[config.mk]
export PLATFORM = sky130hd
export DESIGN_NAME = pit_channel
export DESIGN_NICKNAME = d
export VERILOG_FILES = /design/src/rtl/ivt_pkg.sv /design/src/rtl/ivt_access.sv /design/src/rtl/ivt_counter.sv /design/src/rtl/ivt_wave.sv /design/src/rtl/pit_channel.sv
export SDC_FILE = /design/constraint.sdc
export NUM_CORES = 1
export LEC_CHECK = 0
export BUFFER_PORTS_ARGS = -buffer_cell sky130_fd_sc_hd__buf_2
export CORE_MARGIN = 4
export CORE_UTILIZATION = 35
export CTS_BUF_LIST = sky130_fd_sc_hd__clkbuf_4 sky130_fd_sc_hd__clkbuf_8
export CTS_CLUSTER_DIAMETER = 200
export DETAILED_ROUTE_END_ITERATION = 7
export PLACE_DENSITY_LB_ADDON = 0.05
export SYNTH_ARGS = -nofsm -noshare
export SYNTH_HDL_FRONTEND = slang
export SYNTH_HIERARCHICAL = 1
export SYNTH_SLANG_ARGS = --single-unit
export TNS_END_PERCENT = 50
[constraint.sdc]
create_clock -name clk -period 6.7 [get_ports clk]
set_input_delay 0.335 -clock clk [delete_from_list [all_inputs] [get_ports clk]]
set_output_delay 0.335 -clock clk [all_outputs]
set_load 0.01 [all_outputs]
[src/rtl/ivt_pkg.sv]
package ivt_pkg;

   typedef enum logic [2:0] {
      M_TERM_FLAG = 3'd0,
      M_ONE_SHOT  = 3'd1,
      M_RATE      = 3'd2,
      M_SQUARE    = 3'd3,
      M_SW_STROBE = 3'd4,
      M_HW_STROBE = 3'd5
   } mode_e;

   typedef enum logic [1:0] {
      ACC_LATCH = 2'b00,
      ACC_LO    = 2'b01,
      ACC_HI    = 2'b10,
      ACC_WORD  = 2'b11
   } acc_e;

   typedef struct packed {
      mode_e mode;
      acc_e  acc;
      logic  bcd;
   } cfg_t;

endpackage

[src/rtl/ivt_access.sv]
module ivt_access
   import ivt_pkg::*;
#(
   parameter int BYTE_W = 8
) (
   input  logic                clk,
   input  logic                rst_n,
   input  logic                wr_en,
   input  logic                rd_en,
   input  logic                sel_ctrl,
   input  logic [BYTE_W-1:0]   wdata,
   input  logic [2*BYTE_W-1:0] cnt,
   output cfg_t                cfg,
   output mode_e               new_mode,
   output logic                ctrl_wr,
   output logic                load_wr,
   output logic [2*BYTE_W-1:0] wr_value,
   output logic [2*BYTE_W-1:0] init,
   output logic [BYTE_W-1:0]   rdata
);
   localparam int CNT_W = 2 * BYTE_W;

   logic              wr_hi;
   logic              rd_hi;
   logic              latched;
   logic [CNT_W-1:0]  hold;
   logic [BYTE_W-1:0] lo_byte;
   logic              is_ctrl;
   logic              is_latch;
   cfg_t              cfg_in;
   logic [CNT_W-1:0]  rd_src;
   logic              rd_high_sel;

   // decode of an incoming control byte; mode codes 6/7 alias 2/3
   always_comb begin
      logic [2:0] m;
      m = wdata[3:1];
      if (m[1]) m[2] = 1'b0;
      cfg_in.mode = mode_e'(m);
      cfg_in.acc  = acc_e'(wdata[5:4]);
      cfg_in.bcd  = wdata[0];
   end

   assign new_mode = cfg_in.mode;
   assign is_ctrl  = wr_en & sel_ctrl;
   assign is_latch = is_ctrl & (cfg_in.acc == ACC_LATCH);
   assign ctrl_wr  = is_ctrl & ~is_latch;
   assign load_wr  = wr_en & ~sel_ctrl & ((cfg.acc != ACC_WORD) | wr_hi);

   always_comb begin
      case (cfg.acc)
         ACC_HI:   wr_value = {wdata, {BYTE_W{1'b0}}};
         ACC_WORD: wr_value = {wdata, lo_byte};
         default:  wr_value = {{BYTE_W{1'b0}}, wdata};
      endcase
   end

   always_ff @(posedge clk) begin
      if (!rst_n) begin
         cfg     <= '{mode: M_TERM_FLAG, acc: ACC_LO, bcd: 1'b0};
         wr_hi   <= 1'b0;
         rd_hi   <= 1'b0;
         latched <= 1'b0;
         hold    <= '0;
         lo_byte <= '0;
         init    <= '0;
      end else begin
         if (is_latch) begin
            if (!latched) begin
               latched <= 1'b1;
               hold    <= cnt;
            end
         end else if (ctrl_wr) begin
            cfg     <= cfg_in;
            wr_hi   <= 1'b0;
            rd_hi   <= 1'b0;
            latched <= 1'b0;
         end else if (wr_en) begin
            if (load_wr) begin
               init  <= wr_value;
               wr_hi <= 1'b0;
            end else begin
               lo_byte <= wdata;
               wr_hi   <= 1'b1;
            end
         end
         if (rd_en) begin
            if (cfg.acc == ACC_WORD) rd_hi <= ~rd_hi;
            if (cfg.acc != ACC_WORD || rd_hi) latched <= 1'b0;
         end
      end
   end

   assign rd_src      = latched ? hold : cnt;
   assign rd_high_sel = (cfg.acc == ACC_HI) | ((cfg.acc == ACC_WORD) & rd_hi);
   assign rdata       = rd_high_sel ? rd_src[CNT_W-1:BYTE_W] : rd_src[BYTE_W-1:0];

   // a frozen snapshot never changes while it stays held
   a_r12_hold_frozen: assert property (@(posedge clk) disable iff (!rst_n)
      (latched && $past(latched)) |-> (hold == $past(hold)));

endmodule

[src/rtl/ivt_counter.sv]
module ivt_counter #(
   parameter int BYTE_W  = 8,
   parameter bit HAS_BCD = 1'b1
) (
   input  logic                clk,
   input  logic                rst_n,
   input  logic                load,
   input  logic [2*BYTE_W-1:0] load_val,
   input  logic                dec,
   input  logic                bcd,
   output logic [2*BYTE_W-1:0] cnt
);
   localparam int CNT_W = 2 * BYTE_W;
   localparam int DIGITS = CNT_W / 4;
   localparam logic [CNT_W-1:0] BCD_MAX = {DIGITS{4'h9}};

   logic [CNT_W-1:0] nxt;

   function automatic logic [CNT_W-1:0] bcd_dec(input logic [CNT_W-1:0] v);
      logic [CNT_W-1:0] r;
      logic             borrow;
      r      = v;
      borrow = 1'b1;
      for (int i = 0; i < DIGITS; i++) begin
         if (borrow) begin
            if (v[4*i +: 4] == 4'd0) begin
               r[4*i +: 4] = 4'd9;
            end else begin
               r[4*i +: 4] = v[4*i +: 4] - 4'd1;
               borrow      = 1'b0;
            end
         end
      end
      return r;
   endfunction

   generate
      if (HAS_BCD) begin : g_bcd
         assign nxt = bcd ? bcd_dec(cnt) : cnt - CNT_W'(1);

         // decimal count wraps from all zeros to all nines
         a_r4_bcd_wrap: assert property (@(posedge clk) disable iff (!rst_n)
            (bcd && dec && !load && cnt == '0) |=> (cnt == BCD_MAX));
      end else begin : g_bin
         logic unused_bcd;
         assign unused_bcd = bcd;
         assign nxt = cnt - CNT_W'(1);
      end
   endgenerate

   always_ff @(posedge clk) begin
      if (!rst_n)    cnt <= '0;
      else if (load) cnt <= load_val;
      else if (dec)  cnt <= nxt;
   end

endmodule

[src/rtl/ivt_wave.sv]
module ivt_wave
   import ivt_pkg::*;
#(
   parameter int BYTE_W  = 8,
   parameter bit HAS_BCD = 1'b1
) (
   input  logic                clk,
   input  logic                rst_n,
   input  cfg_t                cfg,
   input  mode_e               new_mode,
   input  logic                ctrl_wr,
   input  logic                load_wr,
   input  logic [2*BYTE_W-1:0] wr_value,
   input  logic [2*BYTE_W-1:0] init,
   input  logic                gate,
   input  logic                tick,
   input  logic [2*BYTE_W-1:0] cnt,
   output logic                cnt_load,
   output logic [2*BYTE_W-1:0] cnt_load_val,
   output logic                cnt_dec,
   output logic                out
);
   localparam int CNT_W = 2 * BYTE_W;
   localparam int DIGITS = CNT_W / 4;
   localparam int PER_W = CNT_W + 1;

   function automatic logic [PER_W-1:0] pow10(input int n);
      logic [PER_W-1:0] p;
      p = PER_W'(1);
      for (int i = 0; i < n; i++) p = (p << 3) + (p << 1);
      return p;
   endfunction

   localparam logic [PER_W-1:0] BCD_ZERO_PER = pow10(DIGITS);
   localparam logic [PER_W-1:0] BIN_ZERO_PER = PER_W'(1) << CNT_W;

   function automatic logic [PER_W-1:0] bcd_to_bin(input logic [CNT_W-1:0] v);
      logic [PER_W-1:0] acc;
      acc = '0;
      for (int i = DIGITS - 1; i >= 0; i--)
         acc = (acc << 3) + (acc << 1) + PER_W'(v[4*i +: 4]);
      return acc;
   endfunction

   logic             gate_q;
   logic             armed;
   logic             running;
   logic             fired;
   logic             out_q;
   logic [PER_W-1:0] phase;
   logic             use_bcd;
   logic             gated_mode;
   logic             edge_mode;
   logic             trig;
   logic             term;
   logic             cnt_en;
   logic             reload;
   logic [PER_W-1:0] period;
   logic [PER_W-1:0] half;

   assign use_bcd    = HAS_BCD && cfg.bcd;
   assign gated_mode = (cfg.mode == M_TERM_FLAG) || (cfg.mode == M_RATE) ||
                       (cfg.mode == M_SQUARE)    || (cfg.mode == M_SW_STROBE);
   assign edge_mode  = (cfg.mode != M_TERM_FLAG) && (cfg.mode != M_SW_STROBE);
   assign trig       = armed & gate & ~gate_q & edge_mode & ~ctrl_wr & ~load_wr;
   assign term       = (cnt == CNT_W'(1));
   assign cnt_en     = tick & (gated_mode ? (armed & gate) : running);
   assign reload     = trig | (cnt_en & term & ~load_wr & ~ctrl_wr &
                               ((cfg.mode == M_RATE) || (cfg.mode == M_SQUARE)));

   assign cnt_load     = (load_wr & gated_mode) | reload;
   assign cnt_load_val = load_wr ? wr_value : init;
   assign cnt_dec      = cnt_en & ~load_wr & ~ctrl_wr & ~reload;

   always_comb begin
      if (init == '0)  period = use_bcd ? BCD_ZERO_PER : BIN_ZERO_PER;
      else if (use_bcd) period = bcd_to_bin(init);
      else              period = {1'b0, init};
      half = (period + PER_W'(1)) >> 1;
   end

   always_ff @(posedge clk) begin
      if (!rst_n) begin
         gate_q  <= 1'b0;
         armed   <= 1'b0;
         running <= 1'b0;
         fired   <= 1'b0;
         out_q   <= 1'b1;
         phase   <= '0;
      end else begin
         gate_q <= gate;
         if (ctrl_wr) begin
            armed   <= 1'b0;
            running <= 1'b0;
            fired   <= 1'b0;
            phase   <= '0;
            out_q   <= (new_mode != M_TERM_FLAG);
         end else if (load_wr) begin
            armed <= 1'b1;
            fired <= 1'b0;
            phase <= '0;
            out_q <= (cfg.mode != M_TERM_FLAG);
         end else if (trig) begin
            running <= 1'b1;
            fired   <= 1'b0;
            phase   <= '0;
            out_q   <= (cfg.mode != M_ONE_SHOT);
         end else if (cnt_en) begin
            phase <= reload ? '0 : phase + PER_W'(1);
            case (cfg.mode)
               M_TERM_FLAG, M_ONE_SHOT: if (term) out_q <= 1'b1;
               M_RATE:                  out_q <= ~term;
               M_SW_STROBE, M_HW_STROBE: begin
                  if (term && !fired) begin
                     out_q <= 1'b0;
                     fired <= 1'b1;
                  end else begin
                     out_q <= 1'b1;
                  end
               end
               default: out_q <= 1'b1;
            endcase
         end
      end
   end

   assign out = (cfg.mode == M_SQUARE) ? (phase < half) : out_q;

   // the terminal flag rises only when the count has reached zero
   a_r5_flag_at_zero: assert property (@(posedge clk) disable iff (!rst_n)
      (cfg.mode == M_TERM_FLAG && $rose(out_q)) |-> (cnt == '0));

   // the one-shot output is low only while a triggered run is active
   a_r6_low_needs_trigger: assert property (@(posedge clk) disable iff (!rst_n)
      (cfg.mode == M_ONE_SHOT && !out_q) |-> running);

   // each rate pulse begins exactly when the count is reloaded
   a_r7_pulse_on_reload: assert property (@(posedge clk) disable iff (!rst_n)
      (cfg.mode == M_RATE && $fell(out_q)) |-> (cnt == init));

   // a low gate holds the count in level-gated modes
   a_r11_gate_holds: assert property (@(posedge clk) disable iff (!rst_n)
      (gated_mode && !gate && !cnt_load) |=> $stable(cnt));

endmodule

[src/rtl/pit_channel.sv]
module pit_channel
   import ivt_pkg::*;
#(
   parameter int BYTE_W  = 8,
   parameter bit HAS_BCD = 1'b1
) (
   input  logic              clk,
   input  logic              rst_n,
   input  logic              tick,
   input  logic              gate,
   input  logic              wr_en,
   input  logic              rd_en,
   input  logic              sel_ctrl,
   input  logic [BYTE_W-1:0] wdata,
   output logic [BYTE_W-1:0] rdata,
   output logic              out
);
   localparam int CNT_W = 2 * BYTE_W;

   generate
      if (BYTE_W < 6 || (BYTE_W % 2) != 0) begin : g_bad_width
         $error("pit_channel: BYTE_W must be even and at least 6");
      end
   endgenerate

   cfg_t             cfg;
   mode_e            new_mode;
   logic             ctrl_wr;
   logic             load_wr;
   logic [CNT_W-1:0] wr_value;
   logic [CNT_W-1:0] init;
   logic [CNT_W-1:0] cnt;
   logic             cnt_load;
   logic [CNT_W-1:0] cnt_load_val;
   logic             cnt_dec;

   ivt_access #(.BYTE_W(BYTE_W)) u_access (
      .clk      (clk),
      .rst_n    (rst_n),
      .wr_en    (wr_en),
      .rd_en    (rd_en),
      .sel_ctrl (sel_ctrl),
      .wdata    (wdata),
      .cnt      (cnt),
      .cfg      (cfg),
      .new_mode (new_mode),
      .ctrl_wr  (ctrl_wr),
      .load_wr  (load_wr),
      .wr_value (wr_value),
      .init     (init),
      .rdata    (rdata)
   );

   ivt_wave #(.BYTE_W(BYTE_W), .HAS_BCD(HAS_BCD)) u_wave (
      .clk          (clk),
      .rst_n        (rst_n),
      .cfg          (cfg),
      .new_mode     (new_mode),
      .ctrl_wr      (ctrl_wr),
      .load_wr      (load_wr),
      .wr_value     (wr_value),
      .init         (init),
      .gate         (gate),
      .tick         (tick),
      .cnt          (cnt),
      .cnt_load     (cnt_load),
      .cnt_load_val (cnt_load_val),
      .cnt_dec      (cnt_dec),
      .out          (out)
   );

   ivt_counter #(.BYTE_W(BYTE_W), .HAS_BCD(HAS_BCD)) u_counter (
      .clk      (clk),
      .rst_n    (rst_n),
      .load     (cnt_load),
      .load_val (cnt_load_val),
      .dec      (cnt_dec),
      .bcd      (cfg.bcd),
      .cnt      (cnt)
   );

endmodule

==> reports/results.tsv, run 1 <==
stage	metric	value	unit
grt	grt_pass1_wl	34900	um
cts	clock_latency	0.39	ns
floorplan	ios	24	
yosys	synth_edf_count	0	
setup_path	crit_start	u_access/init[11]$_SDFFE_PN0P_	
grt	antenna_found_initial	0	
yosys	yosysTopAreaCellShare	23.8	%
setup_path	end_kind	output pin	
setup_path	critical_path_peak_fanout	5	
setup_path	cp.arrival	6.94	ns
sta	max_slew_margin	33.7	%
routing	wl_met3	589	um
yosys	synth_area_leaders	dfxtp_1, ha_1, nand2_1	
final_layout	final_cell_mix	nand2_1, buf_4, dfxtp_1	
grt	grt_pass1_vias	6747	
final_layout	final_common_cell	nand2_1	
placement	portBuffers	23	
final_layout	nets	1062	
cts	ctsHtreeMaxLevel	3	
floorplan	core_area	0.0204	sq mm
routing	dr_total_vias	6809	
sta	worst_pin_slew	0.995	ns
cts	cts_tree	yes	
power_and_ir_drop	p_leak	3.65	nW
setup_path	crit_type	flip-flop to output pin	
placement	routabilityCongestion	0.833	
power_and_ir_drop	peakVddDrop	120	uV
sta	post-route-period-util	109	%
grt	gr-total-overflow	0	
sta	fin_crit	7.28	ns
yosys	syn-cell-area	0.00733	sq mm
grt	track_usage	18.0	%
final_layout	drive_above_1_share	22.7	%
floorplan	die_y	153	um
yosys	ys_ff_latch	87	
yosys	yosysTopAreaCell	dfxtp_1	
final_layout	multi_input_area	0.00552	sq mm
routing	firstDrtPassIters	5	
routing	avgViaCountPerCell	5.42	
hold_path	holdCritStartpoint	rd_en	
routing	route.antenna.remaining_nets	0	
cts	cts_buffer_depth	2	
routing	wl_per_cell	16.8	um
routing	dr_wl_met2	10400	um
placement	dp_hpwl	15800	um
sta	rsz0062_at_grt	true	
setup_path	critPathBufInv	7	
run	cap_viol_max_count	0	
final_layout	fill_cells	2095	
floorplan	dieWidth	153	um
setup_path	required	6.36	ns
final_layout	area_growth	19.7	%
final_layout	stdcell_area	0.00877	sq mm
setup_path	r2r-start	u_access/cfg[2]$_SDFFE_PN0P_	
routing	wl	21100	um
final_layout	antenna_cells	0	
cts	cts_sinks	87	
setup_path	cp-start-kind	flip-flop	
routing	top_layer	met4	
grt	grt_max_degree	87	
yosys	syn_inst	906	
setup_path	slowest_delay	0.60	ns
yosys	ys_warn_count	6	
sta	slew_violations	0	
placement	placedInstanceArea	0.00822	sq mm
setup_path	crit_family	adder cells	
placement	place_ws	-0.487	ns
final_layout	final_cells	1256	
run_status	violations	negative setup slack	
cts	clockRootBuffer	clkbuf_8	
floorplan	initial_core_util	35.9	%
routing	drc	0	
run_status	status	complete, but fails checks	
final_layout	ff_latch_area	0.00174	sq mm
floorplan	dieArea	0.0233	sq mm
power_and_ir_drop	power_density	148	mW/mm^2
setup_path	cpMostUsedCell	ha_1	
routing	drt_iter0_markers	432	
floorplan	rows	52	
sta	fmax	137	MHz
placement	dpl.cell_count	1230	
cts	path_clk_slew	0.12	ns
power_and_ir_drop	p_total	0.00130	W
yosys	syn_avg_cell_area	8.09	sq um
yosys	synth_ff_type	dfxtp_1	
setup_path	critPathSlowestCell	fa_1	
sta	worst_slack	-0.576	ns
yosys	synth_nets	987	
final_layout	fin_util	43.0	%
sta	final.setup_skew	0.0252	ns
yosys	synth_async_sr_flop_share	0	%
hold_path	hp-class	primary input to flip-flop	
yosys	ys_types	83	
cts	ctsHoldBuffers	0	
sta	setup_viol	1	
routing	wl_met1	9710	um
cts	numCtsBuffers	9	
sta	hold_viol	0	
yosys	ys_seq_area_share	23.8	%
## per-layer routing
layer,vias to the layer above,GRT usage (%)
met5,-,0
met1,3254,23.3
met3,21,2.75
met2,99,31.4
met4,0,4.62
li1,3435,-
## worst paths after layout
path,endpoint,cells past startpoint,slack (ns)
setup / recovery,out,32,-0.58
hold / removal,u_access/latched$_SDFF_PN0_,2,0.11
setup reg to reg,u_counter/cnt[9]$_SDFFE_PN0P_,10,2.34
hold reg to reg,u_access/hold[7]$_SDFFE_PN0P_,2,0.47
## cells in the mapped netlist (all sizes together) (6+ instances only)
cell type and count:
nand2 102, dfxtp 87, nor2 72, ha 60, o21ai 56, nand3 45, inv 40, a21oi 39
mux2i 29, clkbuf 27, xor2 27, buf 26, a21o 23, xnor2 23, nand4 15, nor4 15
and2 13, nor2b 13, nand2b 12, a21boi 11, nor3 11, mux2 10, o22ai 10, and3 9
a31oi 8, mux4 8, o311a 8, a211oi 7, o21a 7, fa 6, o211ai 6
## sequential cells by signal, indices dropped and copies added (netlist names), 6 cells and up
register and cells:
u_wave/phase 17, u_access/cfg 6, u_access/lo_byte 8, u_access/hold 16, u_counter/cnt 16, u_access/init 16
## kinds of logic after synthesis
group | share of synthesized area (%)
fa+ha+maj | 11.9
other cells | 0.0511
compound gates | 20.0
simple gates | 24.6
flops | 23.8
buf+inv | 5.51
mux | 7.95
xor+xnor | 6.28
## per-stage QoR
step	setup TNS, ns	hold WS [ns]
global placement	-0.348	0.439
detailed placement	-0.487	0.450
finish	-0.576	0.113
CTS	-0.645	0.0887
floorplan	0	0.424
global route	-1.04	0.0972
## report_power, final
| group | switching (W) | leakage [nW] | internal (W) |
|---|---|---|---|
| logic | 0.000194 | 2.85 | 0.000145 |
| registers | 0.0000383 | 0.706 | 0.000535 |
| clock network | 0.000239 | 0.0946 | 0.000147 |
| total | 0.000471 | 3.65 | 0.000827 |
## final cells by class
type	instances	share of cell area (%)
Multi-Input combinational cell	725	62.9
Sequential cell	87	19.9
Timing Repair Buffer	117	9.35
Tap cell	270	3.85
Inverter	41	1.75
Clock buffer	9	1.41
Clock inverter	7	0.841
## repair_timing
| item | 4_1_cts | 5_1_grt |
|---|---|---|
| resized for setup | 30 | 19 |
| hold endpoints to repair | 0 | 0 |
| pin swaps | 15 | 17 |
| buffers inserted | 8 | 2 |
| endpoints found under the setup margin | 1 | 1 |
Note: power is estimated with default switching activity, not from simulation.
==> inputs of run 2 (changes only) <==
- SETUP_SLACK_MARGIN: default -> 0.15
==> run 2 against run 1 <==
Against the previous run:
- first-iteration DRC count is 3.2% lower
- fmax is 0.22% higher
- largest power group unchanged
- worst setup slack better by 0.016 ns
- hold slack better by 0.027 ns
- critical path depth is 5 lower
- global-route usage is 0.19 points lower
- routed wire length hardly changed
- the flow still finishes with violations (negative setup slack)
- critical endpoint unchanged
- sequential power hardly changed
==> reports/results.tsv, run 2 (synthesized netlist as in run 1, its figures left out) <==
stage	metric	value	unit
power_and_ir_drop	power_density	146	mW/mm^2
setup_path	cp-start-kind	flip-flop	
sta	worst_pin_slew	1.06	ns
cts	cts_tree	yes	
grt	antenna_found_initial	0	
placement	portBuffers	23	
grt	met2_usage	31.0	%
sta	fin_crit	7.26	ns
run_status	violations	negative setup slack	
hold_path	hold_depth	2	
grt	grt_pass1_vias	6894	
placement	dp_hpwl	15900	um
routing	dr_total_vias	6852	
setup_path	reg2reg_to	u_counter/cnt[9]$_SDFFE_PN0P_	
cts	cts_buffer_depth	2	
hold_path	min_to	u_access/latched$_SDFF_PN0_	
setup_path	required	6.36	ns
routing	drc	0	
setup_path	r2r_slack	1.93	ns
floorplan	dieArea	0.0233	sq mm
grt	grtUsageMet1	23.2	%
routing	firstDrtPassIters	5	
grt	gr-total-overflow	0	
hold_path	hp-class	primary input to flip-flop	
final_layout	area_growth	19.5	%
final_layout	antenna_cells	0	
setup_path	r2r-start	u_access/cfg[2]$_SDFFE_PN0P_	
setup_path	slowest_delay	0.55	ns
final_layout	nets	1055	
setup_path	critPathSlowestCell	or4_4	
routing	drt_iter0_markers	418	
final_layout	drive_above_1_share	22.9	%
floorplan	rows	52	
final_layout	top_register	u_wave/phase	
sta	setup_viol	1	
routing	wl_per_cell	16.9	um
sta	fmax	138	MHz
grt	grt.met3_usage	2.78	%
sta	worst_slack	-0.560	ns
sta	final.setup_skew	0.0154	ns
final_layout	multi_input_area	0.00557	sq mm
setup_path	crit_type	flip-flop to output pin	
setup_path	crit_family	adder cells	
cts	clockRootBuffer	clkbuf_8	
sta	slew_violations	0	
cts	path_clk_slew	0.09	ns
hold_path	holdCritStartpoint	rd_en	
setup_path	critical_path_peak_fanout	5	
sta	post-route-period-util	108	%
floorplan	ios	24	
cts	clock_latency	0.37	ns
final_layout	ff_latch_area	0.00174	sq mm
final_layout	largest_register_ffs	17	
floorplan	die_y	153	um
cts	ctsHtreeMaxLevel	3	
setup_path	reg2reg_depth	9	
grt	grt_max_degree	87	
final_layout	final_cell_mix	nand2_1, buf_4, dfxtp_1	
grt	grt_pass1_wl	34800	um
setup_path	cpMostUsedCell	ha_1	
setup_path	end_kind	output pin	
floorplan	initial_core_util	35.9	%
cts	numCtsBuffers	9	
routing	route.antenna.remaining_nets	0	
power_and_ir_drop	peakVddDrop	95.7	uV
run	cap_viol_max_count	0	
final_layout	final_common_cell	nand2_1	
grt	track_usage	17.8	%
cts	cts_sinks	87	
power_and_ir_drop	p_leak	3.63	nW
sta	rsz0062_at_grt	true	
setup_path	cp.arrival	6.93	ns
sta	max_slew_margin	29.3	%
setup_path	critPathBufInv	5	
routing	wl	21100	um
grt	top_usage_layer	met2	
run_status	status	complete, but fails checks	
floorplan	core_area	0.0204	sq mm
routing	avgViaCountPerCell	5.49	
placement	place_ws	-0.392	ns
placement	placedInstanceArea	0.00828	sq mm
sta	hold_viol	0	
floorplan	dieWidth	153	um
sta	holdWs	0.140	ns
placement	routabilityCongestion	0.865	
final_layout	stdcell_area	0.00876	sq mm
final_layout	fill_cells	2119	
final_layout	fin_util	42.9	%
==> run 2: layout make-up <==
class	count	share of cell area (%)
Multi-Input combinational cell	725	63.5
Clock inverter	5	0.457
Sequential cell	87	19.9
Tap cell	270	3.85
Clock buffer	11	1.73
Inverter	41	1.76
Timing Repair Buffer	110	8.77
==> run 2: repair_timing <==
item | CTS | global route
hold endpoints to repair | 0 | 0
endpoints found under the setup margin | 1 | 1
gates resized for setup | 28 | 13
hold buffers | 0 | 0
buffers inserted | 6 | 1
pin swaps | 16 | 15
==> run 2: power by group <==
group / switching [W] / internal, W
Clock: 0.000209 / 0.000158
Sequential: 0.0000390 / 0.000535
Combinational: 0.000196 / 0.000144
==> run 2: how the worst max path moves through the flow <==
stage	endpoint	depth (start not counted)	startpoint	slack, ns
finish	out	27	u_access/init[11]$_SDFFE_PN0P_	-0.56
global route	out	31	u_access/init[11]$_SDFFE_PN0P_	-1.00
CTS	out	30	u_access/init[12]$_SDFFE_PN0P_	-0.51
detailed placement	out	32	u_access/init[11]$_SDFFE_PN0P_	-0.39
global placement	out	31	u_access/init[11]$_SDFFE_PN0P_	-0.26
floorplan	out	26	u_access/init[11]$_SDFFE_PN0P_	0.15
==> run 2: layer usage <==
layer | vias to the layer above | wire length (um)
met5 | - | 0
met1 | 3310 | 9860
met2 | 102 | 10300
met4 | 0 | 342
li1 | 3421 | -
met3 | 19 | 574
==> run 2: through the flow <==
step | power [W] | TNS, ns | instances
CTS | 0.00129 | -0.508 | 1248
finish | 0.00128 | -0.560 | 1249
global route | 0.00136 | -1.00 | 1249
floorplan | 0.000818 | 0 | 906
global placement | 0.000912 | -0.263 | 1226
detailed placement | 0.000917 | -0.392 | 1226
